[config.mk]
export PLATFORM = sky130hd
export DESIGN_NAME = lcd_wave_seq
export DESIGN_NICKNAME = d
export VERILOG_FILES = /design/src/rtl/lcd_seq_pkg.sv /design/src/rtl/lcd_phase_timer.sv /design/src/rtl/lcd_cfg_shadow.sv /design/src/rtl/lcd_level_map.sv /design/src/rtl/lcd_wave_seq.sv
export SDC_FILE = /design/constraint.sdc
export NUM_CORES = 1
export LEC_CHECK = 0
export ABC_AREA = 0
export CORE_MARGIN = 2
export CORE_UTILIZATION = 45
export DETAILED_ROUTE_END_ITERATION = 12
export GPL_ROUTABILITY_DRIVEN = 0
export PLACE_DENSITY = 0.66
export SETUP_SLACK_MARGIN = 0.05
export SLEW_MARGIN = 25
export SYNTH_ARGS = -nofsm -noshare
export SYNTH_HDL_FRONTEND = slang
export SYNTH_HIERARCHICAL = 1
export SYNTH_SLANG_ARGS = --single-unit
[constraint.sdc]
create_clock -name clk -period 6.34 [get_ports clk]
set_input_delay 1.268 -clock clk [delete_from_list [all_inputs] [get_ports clk]]
set_output_delay 1.268 -clock clk [all_outputs]
set_load 0.1 [all_outputs]
[src/rtl/lcd_seq_pkg.sv]
`timescale 1ns/1ps
package lcd_seq_pkg;

  typedef enum logic [1:0] {
    LV_VSS  = 2'b00,
    LV_MIDL = 2'b01,
    LV_MIDH = 2'b10,
    LV_VDD  = 2'b11
  } rail_e;

  // Common electrode rail for one slot.
  function automatic rail_e com_rail(input logic sel, input logic neg, input logic half);
    rail_e r;
    if (sel)       r = neg ? LV_VDD : LV_VSS;
    else if (half) r = LV_MIDH;
    else           r = neg ? LV_MIDL : LV_MIDH;
    return r;
  endfunction

  // Segment electrode rail for one slot.
  function automatic rail_e seg_rail(input logic lit, input logic neg, input logic half);
    rail_e r;
    if (half)     r = (lit ^ neg) ? LV_VDD : LV_VSS;
    else if (lit) r = neg ? LV_VSS : LV_VDD;
    else          r = neg ? LV_MIDH : LV_MIDL;
    return r;
  endfunction

endpackage

[src/rtl/lcd_phase_timer.sv]
`timescale 1ns/1ps
module lcd_phase_timer #(
  parameter int PHASE_LEN = 64,
  parameter int N_PHASE   = 6,
  localparam int PW       = (N_PHASE > 1) ? $clog2(N_PHASE) : 1
) (
  input  logic          clk,
  input  logic          rst_n,
  input  logic          tick,
  input  logic          halt,
  output logic [PW-1:0] phase,
  output logic          phase_adv
);
  localparam int CW = (PHASE_LEN > 1) ? $clog2(PHASE_LEN) : 1;
  localparam logic [CW-1:0] CYC_LAST = CW'(PHASE_LEN - 1);
  localparam logic [PW-1:0] PH_LAST  = PW'(N_PHASE - 1);

  logic [CW-1:0] cyc;

  assign phase_adv = tick && !halt && (cyc == CYC_LAST);

  always_ff @(posedge clk or negedge rst_n) begin
    if (!rst_n) begin
      cyc   <= '0;
      phase <= '0;
    end else if (halt) begin
      cyc   <= '0;
      phase <= '0;
    end else if (tick) begin
      if (cyc == CYC_LAST) begin
        cyc   <= '0;
        phase <= (phase == PH_LAST) ? '0 : phase + 1'b1;
      end else begin
        cyc <= cyc + 1'b1;
      end
    end
  end
endmodule

[src/rtl/lcd_cfg_shadow.sv]
`timescale 1ns/1ps
module lcd_cfg_shadow #(
  parameter int W = 98
) (
  input  logic         clk,
  input  logic         rst_n,
  input  logic         load,
  input  logic [W-1:0] d,
  output logic [W-1:0] q
);
  always_ff @(posedge clk or negedge rst_n) begin
    if (!rst_n)    q <= '0;
    else if (load) q <= d;
  end
endmodule

[src/rtl/lcd_level_map.sv]
`timescale 1ns/1ps
module lcd_level_map
  import lcd_seq_pkg::*;
#(
  parameter int N_COM = 3,
  parameter int N_SEG = 32,
  parameter int PW    = 3
) (
  input  logic [PW-1:0]          phase,
  input  logic [N_COM*N_SEG-1:0] map,
  input  logic                   blank,
  input  logic                   half,
  output logic [2*N_COM-1:0]     com_nxt,
  output logic [2*N_SEG-1:0]     seg_nxt
);
  logic          neg;
  logic [PW-1:0] slot;
  logic [N_COM-1:0] sel_oh;

  always_comb begin
    neg  = (phase >= PW'(N_COM));
    slot = neg ? phase - PW'(N_COM) : phase;
  end

  for (genvar c = 0; c < N_COM; c++) begin : g_com
    assign sel_oh[c] = (slot == PW'(c));
    assign com_nxt[2*c +: 2] = com_rail(sel_oh[c], neg, half);
  end

  for (genvar s = 0; s < N_SEG; s++) begin : g_seg
    logic [N_COM-1:0] grp;
    logic             lit;
    assign grp = map[N_COM*s +: N_COM];
    assign lit = (|(grp & sel_oh)) && !blank;
    assign seg_nxt[2*s +: 2] = seg_rail(lit, neg, half);
  end
endmodule

[src/rtl/lcd_wave_seq.sv]
`timescale 1ns/1ps
module lcd_wave_seq #(
  parameter int N_COM     = 3,
  parameter int N_SEG     = 32,
  parameter int PHASE_LEN = 64,
  localparam int N_BITS   = N_COM * N_SEG
) (
  input  logic              clk,
  input  logic              rst_n,
  input  logic              osc_tick,
  input  logic              low_power,
  input  logic              blank,
  input  logic              half_bias,
  input  logic [N_BITS-1:0] disp_map,
  output logic [2*N_COM-1:0] com_lvl,
  output logic [2*N_SEG-1:0] seg_lvl
);
  localparam int N_PHASE = 2 * N_COM;
  localparam int PW      = $clog2(N_PHASE);
  localparam int CFG_W   = N_BITS + 2;

  logic [PW-1:0]      phase;
  logic               phase_adv;
  logic [CFG_W-1:0]   cfg_q;
  logic               half_q;
  logic               blank_q;
  logic [N_BITS-1:0]  map_q;
  logic [2*N_COM-1:0] com_nxt;
  logic [2*N_SEG-1:0] seg_nxt;

  lcd_phase_timer #(.PHASE_LEN(PHASE_LEN), .N_PHASE(N_PHASE)) u_timer (
    .clk       (clk),
    .rst_n     (rst_n),
    .tick      (osc_tick),
    .halt      (low_power),
    .phase     (phase),
    .phase_adv (phase_adv)
  );

  lcd_cfg_shadow #(.W(CFG_W)) u_shadow (
    .clk   (clk),
    .rst_n (rst_n),
    .load  (phase_adv | low_power),
    .d     ({half_bias, blank, disp_map}),
    .q     (cfg_q)
  );

  assign half_q  = cfg_q[CFG_W-1];
  assign blank_q = cfg_q[CFG_W-2];
  assign map_q   = cfg_q[N_BITS-1:0];

  lcd_level_map #(.N_COM(N_COM), .N_SEG(N_SEG), .PW(PW)) u_levels (
    .phase   (phase),
    .map     (map_q),
    .blank   (blank_q),
    .half    (half_q),
    .com_nxt (com_nxt),
    .seg_nxt (seg_nxt)
  );

  always_ff @(posedge clk or negedge rst_n) begin
    if (!rst_n) begin
      com_lvl <= '0;
      seg_lvl <= '0;
    end else if (low_power) begin
      com_lvl <= '0;
      seg_lvl <= '0;
    end else begin
      com_lvl <= com_nxt;
      seg_lvl <= seg_nxt;
    end
  end
endmodule

After elaboration in Yosys (flattened, before gate mapping)
Index checks and enable logic that the tools add are counted. Widths: inputs -> output; s select.

Bits in registers: 177. Bits of input ports: 102. Output and inout port bits: 70. Logic and storage cells: 264.

Add/subtract/negate cells: 3. Order comparisons: 1. Eq/ne operators: 4. Mux-type cells: 114. Bitwise gates (word level): 65. Reductions and logical operators: 72.

Operators by type and width (count): $mux 2 (104); $and 3x3->3 (32); $reduce_or 3->1 (32); $mux 64 (1); $logic_and 1x1->1 (34); $xor 1x1->1 (32); $mux 6 (4); $mux 3 (5); $add 6x1->6 const B (1); $eq 6x6->1 const B (1); $reduce_bool 2->1 (2); $add 3x1->3 const B (1); $eq 3x1->1 const B (1); $eq 3x2->1 const B (1); $eq 3x3->1 const B (1); $ge 3x2->1 const B (1); $logic_not 3->1 (1); $sub 3x2->3 const B (1); $logic_not 1->1 (2); $reduce_and 2->1 (1); $or 1x1->1 (1).

Longest topological paths before layout
Gate-level depths: netlist of the first run.

Word-level depth: 10. Gate-level depth with buffers: 11. Gate-level depth less buffers: 7.

Modules after synthesis
The synthesis of the first run kept the hierarchy.

Modules (own cells, without submodules): lcd_cfg_shadow (instances 1, cells an instance 207, area an instance 3711.1 µm², sequential area each 2452.4 µm²); lcd_level_map (instances 1, cells an instance 493, area an instance 3701.0 µm², sequential area each 0.0 µm²); lcd_wave_seq (instances 1, cells an instance 148, area an instance 2233.4 µm², sequential area each 1751.7 µm²); lcd_phase_timer (instances 1, cells an instance 50, area an instance 476.7 µm², sequential area each 225.2 µm²).

Worst setup path after synthesis of the first run
No wires, ideal clock.

Path type: input -> register. Start point: input port low_power. End point: register u_shadow.q[76]. Library setup time: 0.125 ns. Data arrival time: 2.511 ns. Required time: 6.215 ns. Setup slack: 3.704 ns. Cell stages on the path: 7. Buffers on the path: 4. Cells stage by stage: buf_1 > nor3_1 > or2_1 > buf_6 > buf_6 > buf_6 > mux2_4.

Word-level cells in the longest chain between the ends: 4.

Ends and longest elaborated chain: from (decl) (RTL line lcd_wave_seq.sv:11) `input logic low_power,`; $logic_not 1->1 (RTL line lcd_phase_timer.sv:20) `assign phase_adv = tick && !halt && (cyc == CYC_LAST);`; $logic_and 1x1->1 (2 in a row) (RTL line lcd_phase_timer.sv:20); net phase_adv (RTL line lcd_wave_seq.sv:23) `logic phase_adv;`; $or 1x1->1 (RTL line lcd_wave_seq.sv:43) `.load (phase_adv | low_power),`; to (signal assigned) (RTL line lcd_cfg_shadow.sv:12) `if (!rst_n) q <= '0;`; to (signal assigned) (RTL line lcd_cfg_shadow.sv:13) `else if (load) q <= d;`; to (decl) (RTL line lcd_cfg_shadow.sv:9) `output logic [W-1:0] q`.

The timed path passes the listed nets, and every way through them passes these cells. A chain may end at the register's enable or synchronous reset.

Final worst setup path of the first run
Start point: register u_timer.phase[0]. End point: register seg_lvl[36].

Word-level cells in the longest chain between the ends: 10. Elaborated cells between the ends (all ways): 16. Those cells by class: add/sub: 1; order compare: 1; eq/ne: 2; mux: 7; bitwise: 2; reduce/logical: 3.

Ends and longest elaborated chain: from (decl) (RTL line lcd_phase_timer.sv:11) `output logic [PW-1:0] phase,`; from (signal assigned) (RTL line lcd_phase_timer.sv:32) `phase <= (phase == PH_LAST) ? '0 : phase + 1'b1;`; $sub 3x2->3 / $ge 3x2->1 (equally long branches) (RTL line lcd_level_map.sv:22, lcd_level_map.sv:21); $mux 3 (RTL line lcd_level_map.sv:22) `slot = neg ? phase - PW'(N_COM) : phase;`; $eq 3x1->1, or another cell as far along (RTL line lcd_level_map.sv:26) `assign sel_oh[c] = (slot == PW'(c));`; $and 3x3->3 (RTL line lcd_level_map.sv:34) `assign lit = (|(grp & sel_oh)) && !blank;`; $reduce_or 3->1 (RTL line lcd_level_map.sv:34); $logic_and 1x1->1 (RTL line lcd_level_map.sv:34); $xor 1x1->1 (RTL line lcd_seq_pkg.sv:23) `if (half) r = (lit ^ neg) ? LV_VDD : LV_VSS;`; $mux 2 (RTL line lcd_seq_pkg.sv:23); $mux 2 (*) (RTL line lcd_seq_pkg.sv:23); net seg_nxt[36] (RTL line lcd_wave_seq.sv:29) `logic [2*N_SEG-1:0] seg_nxt;`; $mux 64 (*) (RTL line lcd_wave_seq.sv:65) `end else if (low_power) begin`; to (signal assigned) (RTL line lcd_wave_seq.sv:70) `seg_lvl <= seg_nxt;`; to (decl) (RTL line lcd_wave_seq.sv:16) `output logic [2*N_SEG-1:0] seg_lvl`.

Mark *: on every way through the listed nets, which the timed path passes. The rest lies on a longest branch.

==> impl_metrics.json, run 1 <==
{
  "status": "complete, no violations",
  "crit_fanout": 39,
  "yosysTopAreaCell": "dfrtp_1",
  "cts_setup_buffers": 0,
  "grt_antenna_before_repair": 0,
  "rows": 54,
  "synth_seq_cells": 177,
  "diodes": 0,
  "htree_levels": 4,
  "synth.top_cell.area_share_pct": 43.76,
  "worst_ir_drop_vdd_mv": 0.1929,
  "syn_inst": 898,
  "cts_hold_buf": 0,
  "maxCapViolations": 0,
  "cts_resized": 0,
  "fin_crit_sh_pct": 62.61,
  "cts.sinks": 177,
  "stdcell_area_mm2": 0.01258,
  "netlist_area_mm2": 0.01012,
  "clock-root-buffer": "clkbuf_16",
  "die_h_um": 154.0,
  "tns_ns": 0,
  "placed_area_mm2": 0.01193,
  "portBuffers": 171,
  "grt_pass1_wl_mm": 44.06,
  "viasPerCell": 5.999,
  "start_util_pct": 46.10,
  "slew_headroom_pct": 24.51,
  "cp.required_ns": 6.69,
  "syn_nets": 1003,
  "drcViolationCount": 0,
  "drt_wl_total_mm": 28.27,
  "path_clk_slew_ns": 0.07,
  "grt_pass1_vias": 7560,
  "fmax_mhz": 251.9,
  "ys_types": 50,
  "num_vias": 7817,
  "yosys-top-cells-area": "dfrtp_1 44%, mux2_2 8.7%, nor2b_1 8.3%",
  "ys_seq_area_share_pct": 43.76,
  "syn-mean-instance-area_um2": 11.27,
  "worstSetupPathType": "reg2reg",
  "hold_viol_final": 0,
  "cts_tree": "yes",
  "ys_warn_count": 6,
  "post_route_cells_drive_above_1_share_pct": 18.18,
  "end_kind": "register",
  "antenna_left": 0,
  "grt_max_degree": 126,
  "slew_violations": 0,
  "nets": 1115,
  "pin_count": 172,
  "clk_latency_ns": 0.44,
  "syn2layout_area_growth_pct": 24.31,
  "final.min_clock_period_ns": 3.969,
  "hold_class": "reg2reg",
  "powerDensity_mw_per_mm2": 247.6,
  "coreArea_mm2": 0.02196,
  "wl_per_cell_um": 21.70,
  "start_kind": "register",
  "first_pass_iters": 7,
  "whs_ns": 0.5137,
  "dr.first_iter.drc_count": 653,
  "clock_skew_ns": 0.01565,
  "setup_violations": 0,
  "tightest_slew_ns": 1.132,
  "dpl.hpwl_mm": 16.94,
  "rsz0062_at_grt": "false",
  "cts_buffers": 17,
  "cellLeakagePower_nw": 5.037,
  "die_x_um": 154.0,
  "grt_use_total_pct": 23.97,
  "clock_path_buffers": 2,
  "arrival_ns": 4.32,
  "die_area_mm2": 0.02371,
  "grt_overflow": 0
}
[metrics by stage]
stage	instances	power, mW	utilization [%]	worst slack (ns)
floorplan	898	1.788	-	3.704
global placement	1266	2.009	53.83	2.474
detailed placement	1270	2.020	54.33	2.414
CTS	1302	3.134	57.17	2.419
global route	1303	3.227	57.30	2.219
finish	1303	3.116	57.30	2.371
[state kept, by name (all words and copies together), names as in the netlist]
name           flops
u_timer/cyc        6
seg_lvl           64
u_shadow/q        98
u_timer/phase      3
com_lvl            6
[critical path: stages (launching register included)]
cell      delay (ns)
dfrtp_4         0.67
ha_2            0.27
ha_2            0.28
a211oi_4        0.74
buf_4           0.52
nor2b_4         0.90
a31oi_1         0.21
nand3b_1        0.14
nor2b_1         0.14
[cell usage in the layout (no fill, tap or decap), drive strengths merged, types with 2 or more instances in the layout]
| master | instances |
|---|---|
| clkdlybuf4s50 | 169 |
| mux2 | 98 |
| a21oi | 38 |
| a211oi | 2 |
| nand3 | 3 |
| nor3 | 3 |
| bufinv | 3 |
| clkinv | 6 |
| o31ai | 2 |
| o21ai | 2 |
| clkinvlp | 2 |
| a32oi | 32 |
| nor2 | 11 |
| xnor2 | 33 |
| o2111ai | 33 |
| dfrtp | 177 |
| nor4b | 6 |
| xor2 | 2 |
| or2 | 3 |
| clkbuf | 21 |
| a31oi | 65 |
| nand3b | 32 |
| mux2i | 35 |
| nor2b | 135 |
| ha | 3 |
| nand4 | 36 |
| or3 | 2 |
| inv | 4 |
| nor4bb | 32 |
| and2b | 2 |
| nand2 | 4 |
| buf | 16 |
[where the power goes]
part           switching, mW  internal (mW)  total [mW]  leakage [nW]
clock network          0.460          0.655        1.11         0.300
logic                  0.423          0.273       0.696          2.56
registers             0.0786           1.23        1.30          2.18
total                  0.961           2.15        3.12          5.04
[path summary, 6_finish.rpt]
kind / end / slack, ns / start / depth (start not counted)
hold reg to reg: u_shadow/q[2]$_DFFE_PN0P_ / 0.51 / u_shadow/q[2]$_DFFE_PN0P_ / 1
max in group asynchronous: u_timer/phase[0]$_DFFE_PN0P_ / 4.53 / rst_n / 2
min in group asynchronous: u_timer/cyc[1]$_DFFE_PN0P_ / 0.74 / rst_n / 1
setup / recovery: seg_lvl[36]$_DFF_PN0_ / 2.37 / u_timer/phase[0]$_DFFE_PN0P_ / 8
setup reg to reg: seg_lvl[36]$_DFF_PN0_ / 2.37 / u_timer/phase[0]$_DFFE_PN0P_ / 8
hold / removal: u_shadow/q[2]$_DFFE_PN0P_ / 0.51 / u_shadow/q[2]$_DFFE_PN0P_ / 1
[synthesized netlist by cell type (all sizes together)]
cell	n
a22oi	1
o21ai	2
inv	3
nor4b	6
nor3b	1
nor2	11
o211ai	1
nand3	3
or2	3
mux2	98
a31o	1
clkinv	1
a21oi	38
nor3	3
nand4	36
o22ai	1
a31oi	65
nand2	4
o211a	1
and2b	2
a211oi	2
ha	3
o2111ai	33
xor2	2
nand2b	1
nor4bb	32
or3	2
o31ai	2
and2	1
clkbuf	39
mux2i	35
nor2b	135
or3b	1
dfrtp	177
nand3b	32
xnor2	33
o21bai	1
buf	53
and4	1
a32oi	32
[metal layers]
metal	vias up	global-route usage, %	wire length [um]
met1	3850	34.98	12990
li1	3585	-	-
met4	0	7.521	464
met5	-	0	0
met3	42	4.171	1770
met2	340	36.41	13040
[cell families after synthesis]
kind of cell	share of synthesized area (%)
buffers and inverters	5.080
AO/OA/AOI/OAI	13.96
AND/OR/NAND/NOR	18.58
adder cells (fa/ha/maj)	0.3709
flip-flops	43.76
XOR/XNOR	3.028
multiplexers	15.23
[layout make-up]
type | instances | area, um2
flip-flops and latches | 177 | 4434
clock buffers | 21 | 470.5
multi-input cells | 625 | 5240
well taps | 280 | 350.3
inverters | 4 | 15.01
clock inverters | 11 | 153.9
repair buffers | 185 | 1919
fillers | 1833 | 9375
(Power assumes the default switching activity.)
==> inputs of run 2 (changes only) <==
--- a/config.mk
+++ b/config.mk
@@ -10,7 +10,7 @@
 export CORE_UTILIZATION = 45
 export DETAILED_ROUTE_END_ITERATION = 12
 export GPL_ROUTABILITY_DRIVEN = 0
-export PLACE_DENSITY = 0.66
+export PLACE_DENSITY = 0.69
 export SETUP_SLACK_MARGIN = 0.05
 export SLEW_MARGIN = 25
 export SYNTH_ARGS = -nofsm -noshare
==> constraint.sdc (replaced) <==
create_clock -name clk -period 3.52 [get_ports clk]
set_input_delay 0.704 -clock clk [delete_from_list [all_inputs] [get_ports clk]]
set_output_delay 0.704 -clock clk [all_outputs]
set_load 0.1 [all_outputs]
==> run 2 against run 1 <==
  * Largest power group unchanged
  * Clock-buffer cell count decreased by 4
  * Global-route usage decreased by 0.73 points
  * Utilization rose by 0.46 points
  * Clock power increased by 77%
  * Via count grew 1.3%
  * Setup slack got worse by 1.9 ns
  * Register-to-register slack lost 1.9 ns
  * Flip-flop and latch count is the same
  * First-iteration DRC count is 0.92% lower
==> impl_metrics.json, run 2 (synthesis gave the netlist of run 1 again) <==
{
  "start_kind": "register",
  "grt_max_degree": 96,
  "end_kind": "register",
  "drcViolationCount": 0,
  "total_power_mw": 5.583,
  "setup_ws_ns": 0.4425,
  "portBuffers": 171,
  "largest-register": "u_shadow/q",
  "cts_setup_buffers": 0,
  "num_vias": 7916,
  "nets": 1137,
  "maxCapViolations": 0,
  "rsz0062_at_grt": "false",
  "cts_tree": "yes",
  "die_h_um": 154.0,
  "grt_use_total_pct": 23.24,
  "fin_crit_sh_pct": 87.43,
  "clk_latency_ns": 0.43,
  "slew_violations": 0,
  "grt_pass1_wl_mm": 43.16,
  "coreArea_mm2": 0.02196,
  "stdcell_area_mm2": 0.01268,
  "fmax_mhz": 324.9,
  "crit_top_cell": "buf_4",
  "worst_ir_drop_vdd_mv": 0.2682,
  "placed_area_mm2": 0.01208,
  "syn2layout_area_growth_pct": 25.32,
  "powerDensity_mw_per_mm2": 440.1,
  "clock-root-buffer": "clkbuf_16",
  "cts_buffers": 17,
  "tightest_slew_ns": 0.9968,
  "crit_fanout": 20,
  "die_area_mm2": 0.02371,
  "die_x_um": 154.0,
  "path_clk_slew_ns": 0.07,
  "fin_util_pct": 57.77,
  "worstSetupPathType": "reg2reg",
  "critPathTopFamily": "simple AND/OR/NAND/NOR gates",
  "final_common_cell": "dfrtp_1",
  "cts_hold_buf": 0,
  "final_cell_mix": "175 x dfrtp_1, 162 x clkdlybuf4s50_1, 133 x nor2b_1",
  "setup_violations": 0,
  "htree_levels": 4,
  "hold_viol_final": 0,
  "critical-path-slowest-cell": "dfrtp_1",
  "antenna_left": 0,
  "drt_wl_total_mm": 27.46,
  "reg_top3": "u_shadow/q: 98 flops, seg_lvl: 64 flops",
  "path_buf_inv": 2,
  "slowest_delay_ns": 0.69,
  "clock_skew_ns": 0.01024,
  "grt_pass1_vias": 7768,
  "grt_overflow": 0,
  "place_ws_ns": 0.5370,
  "clock_path_buffers": 2,
  "dr.first_iter.drc_count": 647,
  "cts.sinks": 177,
  "cts_resized": 0,
  "met3_length_mm": 1.978,
  "viasPerCell": 5.974,
  "slew_headroom_pct": 33.34,
  "rows": 54,
  "start_util_pct": 46.10,
  "hold_class": "in2async",
  "first_pass_iters": 5,
  "pin_count": 172,
  "tns_ns": 0,
  "highest_layer": "met4",
  "diodes": 0,
  "cellLeakagePower_nw": 5.143,
  "post_route_cells_drive_above_1_share_pct": 20.67,
  "dpl.hpwl_mm": 18.02,
  "grt_antenna_before_repair": 0,
  "cp.required_ns": 3.86,
  "wl_met1_mm": 12.16,
  "status": "complete, no violations",
  "arrival_ns": 3.42,
  "path_cells": "ha_2 -> buf_4 -> or3b_2 -> mux2i_4 -> buf_4 -> a31oi_1 -> nand3b_1 -> nor2b_1",
  "largest_reg_flops": 98,
  "dr_wl_met2_mm": 12.95,
  "final.min_clock_period_ns": 3.077,
  "wl_per_cell_um": 20.73
}
-- run 2: final cells by class --
type | instances | area (um2)
clock inverter | 15 | 178.9
clock buffer | 17 | 425.4
tap | 280 | 350.3
sequential | 177 | 4434
fill | 1772 | 9274
inverter | 4 | 15.01
multi-input combinational | 625 | 5240
timing repair buffer | 207 | 2041
-- run 2: power by group --
| part | internal, mW | switching (mW) |
|---|---|---|
| clock | 1.13 | 0.839 |
| sequential | 2.21 | 0.151 |
| combinational | 0.498 | 0.759 |
-- run 2: worst reg2reg max path, cell delays in order (launching register included) --
cell and delay (ns):
dfrtp_1 0.69, ha_2 0.56, buf_4 0.30, or3b_2 0.55
mux2i_4 0.17, buf_4 0.32, a31oi_1 0.14, nand3b_1 0.10
nor2b_1 0.17
-- run 2: metal layers --
metal | global-route usage, % | vias up
met1 | 31.91 | 3885
li1 | - | 3634
met3 | 4.622 | 29
met2 | 37.58 | 368
met4 | 6.542 | 0
met5 | 0 | -
-- run 2: worst paths after layout --
path	to	slack [ns]	cells past startpoint	start
setup / recovery	seg_lvl[28]$_DFF_PN0_	0.44	8	u_timer/phase[1]$_DFFE_PN0P_
hold / removal	u_timer/cyc[2]$_DFFE_PN0P_	0.35	1	rst_n
setup reg to reg	seg_lvl[28]$_DFF_PN0_	0.44	8	u_timer/phase[1]$_DFFE_PN0P_
hold reg to reg	u_shadow/q[26]$_DFFE_PN0P_	0.53	1	u_shadow/q[26]$_DFFE_PN0P_
max in group asynchronous	u_shadow/q[2]$_DFFE_PN0P_	2.36	2	rst_n
min in group clk	u_shadow/q[26]$_DFFE_PN0P_	0.53	1	u_shadow/q[26]$_DFFE_PN0P_
-- run 2: per-stage QoR --
step                hold slack, ns  instances
floorplan                   0.4084        898
detailed placement          0.5046       1293
finish                      0.3489       1325
global placement            0.5020       1293
global route                0.4051       1325
CTS                         0.3828       1325
